===== src/rtl/burst_addr_pkg.sv =====
package burst_addr_pkg;

    typedef enum logic {
        ORD_LINEAR     = 1'b0,
        ORD_INTERLEAVE = 1'b1
    } order_e;

endpackage


===== src/rtl/burst_load_ctl.sv =====
module burst_load_ctl
    import burst_addr_pkg::*;
#(
    parameter int AW = 32,
    parameter int CW = 2
) (
    input  logic          clk,
    input  logic          rst_n,
    input  logic [AW-1:0] addr_i,
    input  logic          strb_a_i,
    input  logic          strb_b_i,
    input  logic          adv_i,
    input  logic          order_i,
    output logic [AW-1:0] base_o,
    output logic [CW-1:0] cnt_o,
    output order_e        order_o
);

    typedef struct packed {
        logic [AW-1:0] base;
        logic [CW-1:0] cnt;
        order_e        order;
    } state_t;

    state_t st_d;
    state_t st_q;
    logic   load;

    assign load = strb_a_i | strb_b_i;

    always_comb begin
        st_d = st_q;
        if (load) begin
            st_d.base  = addr_i;
            st_d.cnt   = '0;
            st_d.order = order_e'(order_i);
        end else if (adv_i) begin
            st_d.cnt = st_q.cnt + 1'b1;
        end
    end

    always_ff @(posedge clk or negedge rst_n) begin
        if (!rst_n) begin
            st_q.base  <= '0;
            st_q.cnt   <= '0;
            st_q.order <= ORD_INTERLEAVE;
        end else begin
            st_q <= st_d;
        end
    end

    assign base_o  = st_q.base;
    assign cnt_o   = st_q.cnt;
    assign order_o = st_q.order;

endmodule


===== src/rtl/burst_low_map.sv =====
module burst_low_map
    import burst_addr_pkg::*;
#(
    parameter int CW = 2
) (
    input  logic [CW-1:0] base_low_i,
    input  logic [CW-1:0] cnt_i,
    input  order_e        order_i,
    output logic [CW-1:0] low_o
);

    logic [CW-1:0] lin_low;
    logic [CW-1:0] ilv_low;

    always_comb begin
        lin_low = base_low_i + cnt_i;
        ilv_low = base_low_i ^ cnt_i;
        low_o   = (order_i == ORD_LINEAR) ? lin_low : ilv_low;
    end

endmodule


===== src/rtl/burst_addr_join.sv =====
module burst_addr_join #(
    parameter int AW = 32,
    parameter int CW = 2
) (
    input  logic [AW-1:0] base_i,
    input  logic [CW-1:0] low_i,
    output logic [AW-1:0] addr_o
);

    localparam int UW = AW - CW;

    generate
        if (UW > 0) begin : g_upper
            assign addr_o = {base_i[AW-1:CW], low_i};
        end else begin : g_low_only
            logic unused_base;
            assign unused_base = ^base_i;
            assign addr_o      = low_i;
        end
    endgenerate

endmodule


===== src/rtl/burst_addr_gen.sv =====
module burst_addr_gen
    import burst_addr_pkg::*;
#(
    parameter int AW = 32,
    parameter int CW = 2
) (
    input  logic          clk,
    input  logic          rst_n,
    input  logic [AW-1:0] addr_i,
    input  logic          strb_a_i,
    input  logic          strb_b_i,
    input  logic          adv_i,
    input  logic          order_i,
    output logic [AW-1:0] burst_addr_o
);

    logic [AW-1:0] base_q;
    logic [CW-1:0] cnt_q;
    order_e        ord_q;
    logic [CW-1:0] low_d;

    burst_load_ctl #(.AW(AW), .CW(CW)) u_ctl (
        .clk      (clk),
        .rst_n    (rst_n),
        .addr_i   (addr_i),
        .strb_a_i (strb_a_i),
        .strb_b_i (strb_b_i),
        .adv_i    (adv_i),
        .order_i  (order_i),
        .base_o   (base_q),
        .cnt_o    (cnt_q),
        .order_o  (ord_q)
    );

    burst_low_map #(.CW(CW)) u_map (
        .base_low_i (base_q[CW-1:0]),
        .cnt_i      (cnt_q),
        .order_i    (ord_q),
        .low_o      (low_d)
    );

    burst_addr_join #(.AW(AW), .CW(CW)) u_join (
        .base_i (base_q),
        .low_i  (low_d),
        .addr_o (burst_addr_o)
    );

endmodule


===== config.mk =====
export PLATFORM = sky130hd
export DESIGN_NAME = burst_addr_gen
export DESIGN_NICKNAME = d
export VERILOG_FILES = /design/src/rtl/burst_addr_pkg.sv /design/src/rtl/burst_load_ctl.sv /design/src/rtl/burst_low_map.sv /design/src/rtl/burst_addr_join.sv /design/src/rtl/burst_addr_gen.sv
export SDC_FILE = /design/constraint.sdc
export NUM_CORES = 1
export LEC_CHECK = 0
export BUFFER_PORTS_ARGS = -buffer_cell sky130_fd_sc_hd__buf_2
export CAP_MARGIN = 20
export CELL_PAD_IN_SITES_DETAIL_PLACEMENT = 1
export CELL_PAD_IN_SITES_GLOBAL_PLACEMENT = 2
export CORE_UTILIZATION = 33
export DETAILED_ROUTE_END_ITERATION = 8
export PLACE_DENSITY = 0.95
export SYNTH_ARGS = -nofsm -noshare
export SYNTH_HDL_FRONTEND = slang
export SYNTH_SLANG_ARGS = --single-unit
export TNS_END_PERCENT = 5

===== constraint.sdc =====
create_clock -name clk -period 2.25 [get_ports clk]
set_input_delay 0.45 -clock clk [delete_from_list [all_inputs] [get_ports clk]]
set_output_delay 0.45 -clock clk [all_outputs]
set_load 0.05 [all_outputs]

==> flow_metrics.env <==
export IMPL_pre_cts_slack_ps=600
export IMPL_worst_pin_slew_ps=738
export IMPL_routed_wl_um=3140
export IMPL_synthTopCellsByArea="dfrtp_1 (49%), mux2_4 (24%), buf_4 (13%), buf_12 (3.5%), mux2_2 (3.3%)"
export IMPL_cts_buffers_inserted=5
export IMPL_ys_async_sr_fraction_pct=100
export IMPL_via_per_inst=4.17
export IMPL_cts_tree="built"
export IMPL_final_cell_count_no_fill=225
export IMPL_critPathRequiredTime_ps=1800
export IMPL_netlist_area_um2=1730
export IMPL_place_congestion=0.707
export IMPL_dp_hpwl_um=2440
export IMPL_synth_most_common_cell="dfrtp_1"
export IMPL_postCtsHoldBufs=0
export IMPL_coreArea_um2=4880
export IMPL_antenna_found_initial=0
export IMPL_synth_area_leader_cell="dfrtp_1"
export IMPL_yosysSeqAreaShare_pct=50.8
export IMPL_cts_root_buffer="clkbuf_8"
export IMPL_drive_gt1_share_pct=73.4
export IMPL_yosysWarningCount=0
export IMPL_clkTransAtPathRegs_ps=70
export IMPL_power_total_mw=1.61
export IMPL_grt_max_degree=36
export IMPL_cp_slowest_cell="dfrtp_1"
export IMPL_max_slew_margin_pct=50.8
export IMPL_hold_viol_final=0
export IMPL_drv_cap=0
export IMPL_first_pass_iters=2
export IMPL_synth_top_area_share_pct=49.2
export IMPL_worstReg2RegStart="u_ctl.cnt_o[0]"
export IMPL_ys_flop_type="dfrtp_1"
export IMPL_start_kind="register"
export IMPL_setup_ws_ps=379
export IMPL_synth_avg_cell_area_um2=15.4
export IMPL_start_util_pct=35.4
export IMPL_clock_path_buffers=2
export IMPL_synth_distinct_cells=15
export IMPL_slowest_delay_ps=430
export IMPL_rsz0062_at_grt="no"
export IMPL_setup_viol=0
export IMPL_die_w_um=74.4
export IMPL_synth_common_cells="dfrtp_1 (34), buf_4 (30), mux2_4 (28)"
export IMPL_endpoint="burst_addr_o[1]"
export IMPL_hold_path_class="in2async"
export IMPL_finalCritPeriodShare_pct=83.2
export IMPL_fin_hold_ws_ps=227
export IMPL_post_route_min_period_ps=1870
export IMPL_grt_usage_pct=11.8
export IMPL_diodes=0
export IMPL_leakage_nw=1.05
export IMPL_clk_latency_ps=280
export IMPL_synth_seq_cells=35
export IMPL_grt_pass1_vias=974
export IMPL_rr_worst_depth=2
export IMPL_multi_input_area_um2=554
export IMPL_grt_overflow_total=0
export IMPL_power_density_nw_per_um2=803
export IMPL_path_cells="ha_1 > nor2b_1 > xnor2_1 > buf_2"
export IMPL_synth_cells=112
export IMPL_irDropWorstVdd_mv=0.282
export IMPL_die_area_um2=5530
export IMPL_drv_slew=0
export IMPL_syn_nets=151
export IMPL_ant_nets=0
export IMPL_worstPathArrival_ps=1420
export IMPL_crit_path_end_kind="output pin"
export IMPL_area_growth_pct=15.7
export IMPL_critPathMaxFanout=4
export IMPL_route_detailed_wl_per_inst_um=14.0
export IMPL_num_io_pins=70
export IMPL_portBuffers=69
export IMPL_totalNegativeSetupSlack_ps=0
export IMPL_seq_area_um2=877
export IMPL_vias=939
export IMPL_worstSetupPathType="reg2out"
export IMPL_dr_first_iter_drc_count=24
export IMPL_fillers=549
export IMPL_drcViolationCount=0
export IMPL_grt_pass1_wl_um=4700
export IMPL_critPathLaunch="u_ctl.cnt_o[0]"
export IMPL_status="complete, no violations"
export IMPL_r2r_setup_slack_ps=1430
export IMPL_fin_nets=196
export IMPL_post_cts_resized=0
export IMPL_r2r_end="u_ctl.cnt_o[1]"
export IMPL_dp_cells=217
export IMPL_clock_fmax_mhz=534
export IMPL_synth_edf_count=0
export IMPL_skew_ps=0.284
export IMPL_postCtsSetupRepairBufs=0
export IMPL_rows=25
export IMPL_ctsHtreeMaxLevel=2
export IMPL_die_h_um=74.4
export IMPL_clock_sinks=35
[worst max-delay path, delay by kind of cell, from the launching register on]
kind                       cells  cell delay (ps)
xor gates and xnor gates       1              110
adders and majority gates      1              190
buffers and inverters          1              280
DFF                            1              430
and+or+nand+nor                1              130
[final cells by class]
| type | instances | area share, % |
|---|---|---|
| Timing Repair Buffer | 72 | 19.0 |
| Tap cell | 67 | 4.19 |
| Multi-Input combinational cell | 43 | 27.7 |
| Sequential cell | 35 | 43.9 |
| Clock buffer | 7 | 4.82 |
| Clock inverter | 1 | 0.375 |
[through the flow]
stage / util (%) / cell area [um^2]
2_1_floorplan: - / 1730
3_3_place_gp: 38.8 / 1900
3_5_place_dp: 38.8 / 1900
4_1_cts: 41.0 / 2000
5_1_grt: 41.0 / 2000
6_report: 41.0 / 2000
[flip-flops by register name (all words and copies together), names as in the netlist]
name           cells
u_ctl.cnt_o        2
u_ctl.base_o      32
u_ctl.order_o      1
[worst min-delay path by stage]
stage	cells after the start	end	slack, ps
after floorplan	0	u_ctl.base_o[0]	150
after global placement	1	u_ctl.base_o[18]	490
after detailed placement	1	u_ctl.base_o[21]	490
after CTS	1	u_ctl.base_o[10]	250
after global routing	1	u_ctl.base_o[10]	290
final	1	u_ctl.base_o[10]	230
[power breakdown]
part | internal (mW) | total (mW) | switching (mW)
registers | 0.682 | 0.712 | 0.0302
clock network | 0.278 | 0.497 | 0.219
logic | 0.139 | 0.397 | 0.258
[logic make-up after synthesis]
family	share of synthesized area, %
mux	27.6
buf+inv	17.2
xor+xnor	1.52
fa+ha+maj	0.724
flops	50.8
simple gates	1.38
compound gates	0.869
[routing by layer]
metal  vias up  part of all wire (%)  track usage (%)
li1        430                     -                -
met1       463                    40             13.7
met2        44                    53             20.0
met3         2                   6.7             3.93
met4         0                  0.51             4.40
met5         -                     0                0
[layout by cell type, fill, tap and decap left out]
| master | instances |
|---|---|
| buf_2 | 69 |
| dfrtp_1 | 34 |
| mux2_4 | 28 |
| clkbuf_8 | 7 |
| mux2_2 | 5 |
| xnor2_1 | 3 |
| buf_4 | 2 |
| nor2b_1 | 1 |
| or2_2 | 1 |
| nor2_1 | 1 |
| a21bo_2 | 1 |
| nand3b_1 | 1 |
| a21oi_1 | 1 |
| ha_1 | 1 |
| clkinvlp_4 | 1 |
| buf_12 | 1 |
| dfstp_2 | 1 |
No activity file was read; power rests on OpenSTA's default activity.
